### src/rtl/cal_pkg.sv
package cal_pkg;
    localparam int SUB_W = 8;
    localparam int SEC_W = 6;
    localparam int MIN_W = 6;
    localparam int HR_W  = 5;
    localparam int DOW_W = 3;
    localparam int DAY_W = 16;
    localparam int ADDR_W = 4;
    localparam int DATA_W = 16;

    localparam logic [ADDR_W-1:0] A_SUB    = 4'd0;
    localparam logic [ADDR_W-1:0] A_SEC    = 4'd1;
    localparam logic [ADDR_W-1:0] A_MIN    = 4'd2;
    localparam logic [ADDR_W-1:0] A_HR     = 4'd3;
    localparam logic [ADDR_W-1:0] A_DOW    = 4'd4;
    localparam logic [ADDR_W-1:0] A_DAY    = 4'd5;
    localparam logic [ADDR_W-1:0] A_CTRL   = 4'd6;
    localparam logic [ADDR_W-1:0] A_AL_SUB = 4'd8;
    localparam logic [ADDR_W-1:0] A_AL_SEC = 4'd9;
    localparam logic [ADDR_W-1:0] A_AL_MIN = 4'd10;
    localparam logic [ADDR_W-1:0] A_AL_HR  = 4'd11;

    localparam logic [SEC_W-1:0] SEC_TOP = 6'd59;
    localparam logic [MIN_W-1:0] MIN_TOP = 6'd59;
    localparam logic [HR_W-1:0]  HR_TOP  = 5'd23;
    localparam logic [DOW_W-1:0] DOW_TOP = 3'd6;

    typedef struct packed {
        logic [SUB_W-1:0] sub;
        logic [SEC_W-1:0] sec;
        logic [MIN_W-1:0] min;
        logic [HR_W-1:0]  hr;
        logic [DOW_W-1:0] dow;
        logic [DAY_W-1:0] day;
    } cal_time_t;

    typedef struct packed {
        logic [SUB_W-1:0] sub;
        logic [SEC_W-1:0] sec;
        logic [MIN_W-1:0] min;
        logic [HR_W-1:0]  hr;
    } cal_alarm_t;

    typedef struct packed {
        logic [3:0] sel;
        logic       ie;
        logic       arm;
        logic       run;
    } cal_ctrl_t;
endpackage

### src/rtl/cal_prescaler.sv
module cal_prescaler #(
    parameter int PRESCALE = 128
) (
    input  logic clk,
    input  logic rst_n,
    input  logic run,
    input  logic tick_en,
    input  logic restart,
    output logic step
);
    localparam int CW = (PRESCALE > 2) ? $clog2(PRESCALE) : 1;
    localparam logic [CW-1:0] LAST = CW'(PRESCALE - 1);

    typedef struct packed {
        logic [CW-1:0] cnt;
    } pre_state_t;

    pre_state_t st_d, st_q;

    always_comb begin
        st_d = st_q;
        step = 1'b0;
        if (restart) begin
            st_d.cnt = '0;
        end else if (run && tick_en) begin
            if (st_q.cnt == LAST) begin
                st_d.cnt = '0;
                step     = 1'b1;
            end else begin
                st_d.cnt = st_q.cnt + 1'b1;
            end
        end
    end

    always_ff @(posedge clk or negedge rst_n) begin
        if (!rst_n) st_q <= '0;
        else        st_q <= st_d;
    end
endmodule

### src/rtl/cal_time_chain.sv
module cal_time_chain
    import cal_pkg::*;
(
    input  logic              clk,
    input  logic              rst_n,
    input  logic              step,
    input  logic              wr_en,
    input  logic [ADDR_W-1:0] addr,
    input  logic [DATA_W-1:0] wr_data,
    output cal_time_t         now,
    output cal_time_t         upcoming
);
    cal_time_t tm_d, tm_q;
    logic c_sec, c_min, c_hr, c_day;

    always_comb begin
        tm_d  = tm_q;
        c_sec = step && (tm_q.sub == {SUB_W{1'b1}});
        c_min = c_sec && (tm_q.sec >= SEC_TOP);
        c_hr  = c_min && (tm_q.min >= MIN_TOP);
        c_day = c_hr && (tm_q.hr >= HR_TOP);

        if (step)  tm_d.sub = tm_q.sub + 1'b1;
        if (c_sec) tm_d.sec = (tm_q.sec >= SEC_TOP) ? '0 : tm_q.sec + 1'b1;
        if (c_min) tm_d.min = (tm_q.min >= MIN_TOP) ? '0 : tm_q.min + 1'b1;
        if (c_hr)  tm_d.hr  = (tm_q.hr >= HR_TOP) ? '0 : tm_q.hr + 1'b1;
        if (c_day) begin
            tm_d.dow = (tm_q.dow >= DOW_TOP) ? '0 : tm_q.dow + 1'b1;
            tm_d.day = tm_q.day + 1'b1;
        end

        if (wr_en) begin
            case (addr)
                A_SUB: tm_d.sub = wr_data[SUB_W-1:0];
                A_SEC: tm_d.sec = wr_data[SEC_W-1:0];
                A_MIN: tm_d.min = wr_data[MIN_W-1:0];
                A_HR:  tm_d.hr  = wr_data[HR_W-1:0];
                A_DOW: tm_d.dow = wr_data[DOW_W-1:0];
                A_DAY: tm_d.day = wr_data[DAY_W-1:0];
                default: ;
            endcase
        end
    end

    always_ff @(posedge clk or negedge rst_n) begin
        if (!rst_n) tm_q <= '0;
        else        tm_q <= tm_d;
    end

    assign now      = tm_q;
    assign upcoming = tm_d;
endmodule

### src/rtl/cal_alarm.sv
module cal_alarm
    import cal_pkg::*;
(
    input  logic              clk,
    input  logic              rst_n,
    input  logic              step,
    input  logic              arm,
    input  logic [3:0]        sel,
    input  cal_time_t         upcoming,
    input  logic              wr_en,
    input  logic [ADDR_W-1:0] addr,
    input  logic [DATA_W-1:0] wr_data,
    output cal_alarm_t        alm,
    output logic              flag
);
    typedef struct packed {
        cal_alarm_t al;
        logic       flag;
    } al_state_t;

    al_state_t st_d, st_q;
    logic [3:0] fld_eq;
    logic       hit;

    always_comb begin
        fld_eq[0] = upcoming.sub == st_q.al.sub;
        fld_eq[1] = upcoming.sec == st_q.al.sec;
        fld_eq[2] = upcoming.min == st_q.al.min;
        fld_eq[3] = upcoming.hr  == st_q.al.hr;
        hit = step && arm && ((fld_eq | ~sel) == 4'hF);

        st_d = st_q;
        if (wr_en) begin
            case (addr)
                A_AL_SUB: st_d.al.sub = wr_data[SUB_W-1:0];
                A_AL_SEC: st_d.al.sec = wr_data[SEC_W-1:0];
                A_AL_MIN: st_d.al.min = wr_data[MIN_W-1:0];
                A_AL_HR:  st_d.al.hr  = wr_data[HR_W-1:0];
                A_CTRL:   st_d.flag   = st_q.flag & wr_data[3];
                default: ;
            endcase
        end
        if (hit) st_d.flag = 1'b1;
    end

    always_ff @(posedge clk or negedge rst_n) begin
        if (!rst_n) st_q <= '0;
        else        st_q <= st_d;
    end

    assign alm  = st_q.al;
    assign flag = st_q.flag;
endmodule

### src/rtl/cal_clock.sv
module cal_clock
    import cal_pkg::*;
#(
    parameter int PRESCALE = 128
) (
    input  logic              clk,
    input  logic              rst_n,
    input  logic              tick_en,
    input  logic              wr_en,
    input  logic [ADDR_W-1:0] addr,
    input  logic [DATA_W-1:0] wr_data,
    output logic [DATA_W-1:0] rd_data,
    output logic              irq
);
    cal_ctrl_t  ctrl_d, ctrl_q;
    cal_time_t  now_t, next_t;
    cal_alarm_t alm;
    logic       step, run_en, alarm_flag, sub_wr;

    assign run_en = ctrl_q.run;
    assign sub_wr = wr_en && (addr == A_SUB);

    cal_prescaler #(.PRESCALE(PRESCALE)) u_pre (
        .clk(clk), .rst_n(rst_n), .run(run_en), .tick_en(tick_en),
        .restart(sub_wr), .step(step)
    );

    cal_time_chain u_chain (
        .clk(clk), .rst_n(rst_n), .step(step), .wr_en(wr_en), .addr(addr),
        .wr_data(wr_data), .now(now_t), .upcoming(next_t)
    );

    cal_alarm u_alarm (
        .clk(clk), .rst_n(rst_n), .step(step), .arm(ctrl_q.arm),
        .sel(ctrl_q.sel), .upcoming(next_t), .wr_en(wr_en), .addr(addr),
        .wr_data(wr_data), .alm(alm), .flag(alarm_flag)
    );

    always_comb begin
        ctrl_d = ctrl_q;
        if (wr_en && addr == A_CTRL) begin
            ctrl_d.run = wr_data[0];
            ctrl_d.arm = wr_data[1];
            ctrl_d.ie  = wr_data[2];
            ctrl_d.sel = wr_data[7:4];
        end
    end

    always_ff @(posedge clk or negedge rst_n) begin
        if (!rst_n) ctrl_q <= '0;
        else        ctrl_q <= ctrl_d;
    end

    always_comb begin
        case (addr)
            A_SUB:    rd_data = {{(DATA_W-SUB_W){1'b0}}, now_t.sub};
            A_SEC:    rd_data = {{(DATA_W-SEC_W){1'b0}}, now_t.sec};
            A_MIN:    rd_data = {{(DATA_W-MIN_W){1'b0}}, now_t.min};
            A_HR:     rd_data = {{(DATA_W-HR_W){1'b0}}, now_t.hr};
            A_DOW:    rd_data = {{(DATA_W-DOW_W){1'b0}}, now_t.dow};
            A_DAY:    rd_data = now_t.day;
            A_CTRL:   rd_data = {8'd0, ctrl_q.sel, alarm_flag, ctrl_q.ie,
                                 ctrl_q.arm, ctrl_q.run};
            A_AL_SUB: rd_data = {{(DATA_W-SUB_W){1'b0}}, alm.sub};
            A_AL_SEC: rd_data = {{(DATA_W-SEC_W){1'b0}}, alm.sec};
            A_AL_MIN: rd_data = {{(DATA_W-MIN_W){1'b0}}, alm.min};
            A_AL_HR:  rd_data = {{(DATA_W-HR_W){1'b0}}, alm.hr};
            default:  rd_data = '0;
        endcase
    end

    assign irq = alarm_flag && ctrl_q.ie;
endmodule

### config.mk
export PLATFORM = sky130hd
export DESIGN_NAME = cal_clock
export DESIGN_NICKNAME = d
export VERILOG_FILES = /design/src/rtl/cal_pkg.sv /design/src/rtl/cal_prescaler.sv /design/src/rtl/cal_time_chain.sv /design/src/rtl/cal_alarm.sv /design/src/rtl/cal_clock.sv
export SDC_FILE = /design/constraint.sdc
export NUM_CORES = 1
export LEC_CHECK = 0
export BUFFER_PORTS_ARGS = -buffer_cell sky130_fd_sc_hd__buf_2
export CORE_MARGIN = 1.5
export CORE_UTILIZATION = 50
export DETAILED_ROUTE_END_ITERATION = 8
export PLACE_DENSITY = 0.65
export SYNTH_ARGS = -nofsm -noshare
export SYNTH_HDL_FRONTEND = slang
export SYNTH_SLANG_ARGS = --single-unit
### constraint.sdc
create_clock -name clk -period 3.68 [get_ports clk]
set_clock_uncertainty 0.2 [all_clocks]
set_input_delay 0.184 -clock clk [delete_from_list [all_inputs] [get_ports clk]]
set_output_delay 0.184 -clock clk [all_outputs]
set_load 0.03 [all_outputs]
-- After elaboration in Yosys (flattened, before gate mapping)
Cells that the tools add are included.
- register bits after elaboration: 84
- bits in latches: 0
- bits in writable memories: 0
- bits in read-only memories: 0
- memories kept: 0
- add/sub/neg operators: 7
- multiply operators: 0
- div/mod/pow operators: 0
- order comparisons: 4
- equality and inequality tests: 17
- shift operators: 0
- multiplexer cells: 26
- bitwise operators: 3
- reductions and logical operators: 19
- operators with widths (cell ; number):
    $pmux W16 S11 ; 1
    $mux W44 ; 1
    $mux W6 ; 6
    $mux W7 ; 3
    $eq A4 B4 Y1 const B ; 5
    $mux W19 ; 1
    $add A16 B1 Y16 const B ; 1
    $mux W16 ; 1
    $mux W8 ; 2
    $mux W5 ; 3
    $add A6 B1 Y6 const B ; 2
    $eq A4 B3 Y1 const B ; 3
    $eq A6 B6 Y1 ; 2
    $ge A6 B6 Y1 const B ; 2
    $logic_and A1 B1 Y1 ; 10
    $reduce_and A2 Y1 ; 5
    $add A8 B1 Y8 const B ; 1
    $eq A4 B2 Y1 const B ; 2
    $eq A8 B8 Y1 ; 1
    $eq A8 B8 Y1 const B ; 1
    $add A7 B1 Y7 const B ; 1
    $eq A7 B7 Y1 const B ; 1
    $mux W1 ; 6
    $mux W3 ; 2
    11 further kinds ; 13

-- Logic depth before layout (Yosys ltp)
- depth in word-level cells: 17
- mapped depth: 12
- gate-level depth less buffers: 10

-- Modules after synthesis
From an unflattened synthesis, not the netlist that was laid out.
- cells, all modules: 581
- area total of the unflattened synthesis: 5501.5 sq um
- modules (own cells, without submodules) (module ; times used ; cells each ; area an instance (sq um) ; sequential area each (sq um)):
    cal_time_chain ; 1 ; 307 ; 2675.1 ; 1101.1
    cal_alarm ; 1 ; 98 ; 1306.3 ; 650.6
    cal_clock ; 1 ; 134 ; 1132.3 ; 175.2
    cal_prescaler ; 1 ; 42 ; 387.9 ; 175.2

-- Worst setup path before layout
Ideal clock, no wire load.
- path kind: register to register
- start: reg u_chain.tm_q, in the netlist u_chain.now[30]
- end: reg u_alarm.st_q, in the netlist u_alarm.flag
- library setup time: 92 ps
- arrival time: 2755 ps
- path slack: 633 ps
- stages on the path, launching flop included: 12
- path through: dfrtp_1 -> ha_1 -> clkbuf_1 -> o2111a_1 -> and2_1 -> a31o_2 -> a31oi_1 -> xnor2_1 -> o21ai_0 -> or4_1 -> a22o_1 -> o31ai_2
- RTL lines (what ; line ; RTL):
    start, declared ; cal_time_chain.sv:13 ; cal_time_t tm_d, tm_q;
    start signal, assigned ; cal_time_chain.sv:47 ; else tm_q <= tm_d;
    end signal, assigned ; cal_alarm.sv:48 ; else st_q <= st_d;
    end, declared ; cal_alarm.sv:21 ; al_state_t st_d, st_q;

==> metrics.md <==
| Metric | Value |
|---|---|
| Final worst slack | ~260 ps |
| Power Internal | ~2.1 mW |
| Initial antenna violation count | 0 |
| Synth Warn # | 0 |
| Status | finished clean |
| Synth Net Count | ~700 |
| Layout area overhead | 13.0% |
| Post-DP HPWL | 12900 µm |
| Area leader, netlist | dfrtp_1 |
| Skew-Pair Late Insertion Delay | between 300 and 400 ps |
| Cell Count, Final, Fillers Out | between 800 and 900 |
| Sw frac | 35.4% |
| Mapped Cells | 680 |
| Hold crit path type | in -> reg |
| Slew Limit Fails | 0 |
| Routed WL | around 18000 µm |
| WL/cell | 20.9 µm |
| Nets | 747 |
| Post-synthesis sequential area ratio | a little over a third |
| Peak supply drop | a little over 0.3 mV |
| Vias in the first global route | a little over 5000 |
| Post-route cell area | 6600 µm² |
| Die height | approximately 110 µm |
| Final worst path period need | 3420 ps |
| TNS Setup | 0 ps |
| CTS Sinks | between 80 and 90 |
| Crit path max-delay cell type | or4_1 |
| Clock Power Share | 29.1% |
| Dpl cells | 837 |
| Largest net degree at the start of global routing | 69 |
| Diode count | 0 |
| Pwr Total | around 3.2 mW |
| Leak | ~2.8 nW |
| Placed cell area | 6190 µm² |
| FF-to-FF Start | u_pre.st_q[0]$_DFFE_PN0P_ |
| Required @ worst endpoint | between 3000 and 4000 ps |
| Synth cell types | 73 |
| GRT Residual Overflow | 0 |
| Max-slew headroom | about 36% |
| Total Routing Usage GR | 30.1% |
| Die ar. | around 12000 µm² |
| Fmax | 0.293 GHz |
| Final Hold Vio Count | 0 |
| TritonRoute pass-1 iters | 5 |
| Final count of negative-setup-slack endpoints | 0 |
| Clock root buffer | clkbuf_16 |
| Share of layout cells above drive strength 1 | approximately 18% |
| Rows | 39 |
| Top cell type's share of synthesized area | between 30% and 40% |
| Most used cell, CP | a22o_1 |
| Crit-path max FO | 10 |
| TritonCTS buffer count | 9 |
| Worst Hold Slack | between 20 and 30 ps |
| Avg Vias per Cell | around 6.4 |
| Largest cells by area after synthesis | dfrtp_1, mux2_2, o21ai_0 |
| Post-synth EDFFs | 0 |
| Pwr dens | roughly 490 nW/µm² |
| CP startpoint | u_pre.st_q[0]$_DFFE_PN0P_ |
| Hold path cells | 3 |
| Vias after detailed routing | between 5000 and 6000 |
| Gpl congestion | 1.00 |
| Post-layout util | just under 60% |
| Flop pwr share | about 44% |
| R2R Setup Slk | 260 ps |
| Synth Register Bits | 84 |
| Core ar. | 11400 µm² |
| Clock transition at path regs | around 60 ps |
| Worst setup EP type | flop |
| Crit share post-route | between 90% and 100% |
| Fillers | about 1100 |
| Max-Cap Viols | 0 |
| CP Data Arrival Time | 3480 ps |
| Reg2reg path depth | 10 |
| Top FF cell, synth | dfrtp_1 |
| Initial Util | around half |
| RSZ-0062 raised after global routing | false |
| Pre-CTS setup slack | 289 ps |
| Slew @ Worst Pin | around 960 ps |
| CTS resizes | 0 |
| Hold path startpoint | wr_data[5] |
| RR Endpoint | u_alarm.flag$_DFFE_PN0P_ |
| DRC | 0 |
| Clk buf depth | 2 |
| Type of origin of the critical path | flop |
| CP Class | reg -> reg |
| Antenna-violating nets left | 0 |
| 1st-iter DRT viols | 509 |
| Synth Area per Inst | ~8.6 µm² |
| Combinational Power Share | 26.5% |
| CP max stage delay | about 520 ps |
| Hold Crit Endpoint | u_chain.now[41]$_DFF_PN0_ |
| DIE WIDTH | between 100 and 150 µm |
| CTS H-tree depth | 3 |
| Buffers on Ports | 40 |
| CTS tree | done |
| Cell Area, Synth | 5840 µm² |
| I/O Pins | 41 |
| First-pass GRT wire length | approximately 29000 µm |
| Psw | around 1.1 mW |
| Ys async rst share | 100% |
| CP Cell Sequence | ha_1 -> nand4_2 -> nor4_4 -> and2_1 -> a31oi_1 -> a22o_1 -> xor2_1 -> or4_1 -> a22o_1 -> o31ai_2 |
area by class of cell:
type / count / area (µm²) / area share (%)
clock buffers: 11 / 253 / 3.83
multi-input cells: 533 / 3490 / 52.8
flip-flops and latches: 84 / 2100 / 31.8
clock inverters: 4 / 48.8 / 0.739
well taps: 143 / 179 / 2.71
repair buffers: 72 / 470 / 7.13
inverters: 16 / 60.1 / 0.910
synthesized netlist by cell type (6+ instances only):
| master | instances |
|---|---|
| mux2_2 | 35 |
| nor2_1 | 53 |
| and3_1 | 17 |
| ha_1 | 7 |
| nor2b_1 | 14 |
| nor3_1 | 15 |
| buf_2 | 8 |
| nand3_1 | 30 |
| mux2i_1 | 14 |
| nand2b_1 | 6 |
| nand4_1 | 9 |
| clkbuf_1 | 29 |
| a31oi_1 | 16 |
| o22ai_1 | 6 |
| a21oi_1 | 30 |
| buf_1 | 8 |
| a22oi_1 | 6 |
| o21ai_0 | 60 |
| o211ai_1 | 6 |
| xnor2_1 | 29 |
| nand2_1 | 77 |
| xor2_1 | 21 |
| dfrtp_1 | 84 |
| inv_1 | 16 |
routing by layer:
layer	track usage, %	routed length (µm)
met5	0	0
met1	42.3	7940
met3	4.05	1220
met4	12.6	529
met2	46.9	8380
layout by cell type (no fill, tap or decap), types with 6 or more instances in the layout:
master / netlist / layout
a21oi_1: 30 / 30
a22oi_1: 6 / 6
a31oi_1: 16 / 16
and3_1: 17 / 17
buf_2: 8 / 39
buf_4: 1 / 22
clkbuf_16: 0 / 9
dfrtp_1: 84 / 84
dlygate4sd3_1: 0 / 11
ha_1: 7 / 7
inv_1: 16 / 16
mux2_2: 35 / 35
mux2i_1: 14 / 14
nand2_1: 77 / 77
nand2b_1: 6 / 6
nand3_1: 30 / 30
nand4_1: 9 / 9
nor2_1: 53 / 53
nor2b_1: 14 / 14
nor3_1: 15 / 15
o211ai_1: 6 / 6
o21ai_0: 60 / 60
o22ai_1: 6 / 6
xnor2_1: 29 / 29
xor2_1: 21 / 21
kinds of logic after synthesis:
family / Yosys count / synth area share (%)
AOI/OAI and AO/OA: 170 / 18.7
xor gates and xnor gates: 50 / 7.50
muxes: 51 / 9.92
DFF: 84 / 36.0
adders and majority gates: 7 / 1.50
and+or+nand+nor: 255 / 22.1
buffers and inverters: 63 / 4.30
critical path: cells and delay by family (launching register included):
kind                     cells  cell delay [ps]
XOR/XNOR                     1              140
adder cells (fa/ha/maj)      1              230
AO/OA/AOI/OAI                4              810
flip-flops                   1              390
AND/OR/NAND/NOR              4             1570
timing repair:
action | CTS | global route
buffers inserted | 0 | 0
endpoints found under the hold margin | 83 | 0
hold buffers | 11 | 0
sequential cells by signal (all words and copies together) (netlist names):
name and cells:
ctrl_q 6, u_alarm.flag 1, u_pre.st_q 7, run_en 1, u_chain.now 44, u_alarm.alm 25
power by group through the flow:
stage,sequential (mW),combinational [mW],clock (mW)
3_5_place_dp,1.44,0.833,0
4_1_cts,1.42,0.849,0.951
5_1_grt,1.46,0.946,0.982
2_1_floorplan,1.28,0.693,0
3_3_place_gp,1.44,0.816,0
6_report,1.43,0.855,0.937
how the worst max path moves through the flow:
stage	to	slack (ps)	cells after the start
5_1_grt	u_alarm.flag$_DFFE_PN0P_	30	10
2_1_floorplan	u_alarm.flag$_DFFE_PN0P_	630	11
6_report	u_alarm.flag$_DFFE_PN0P_	260	10
4_1_cts	u_alarm.flag$_DFFE_PN0P_	280	10
3_3_place_gp	u_alarm.flag$_DFFE_PN0P_	320	11
3_5_place_dp	u_alarm.flag$_DFFE_PN0P_	290	10
(Power assumes the default switching activity.)
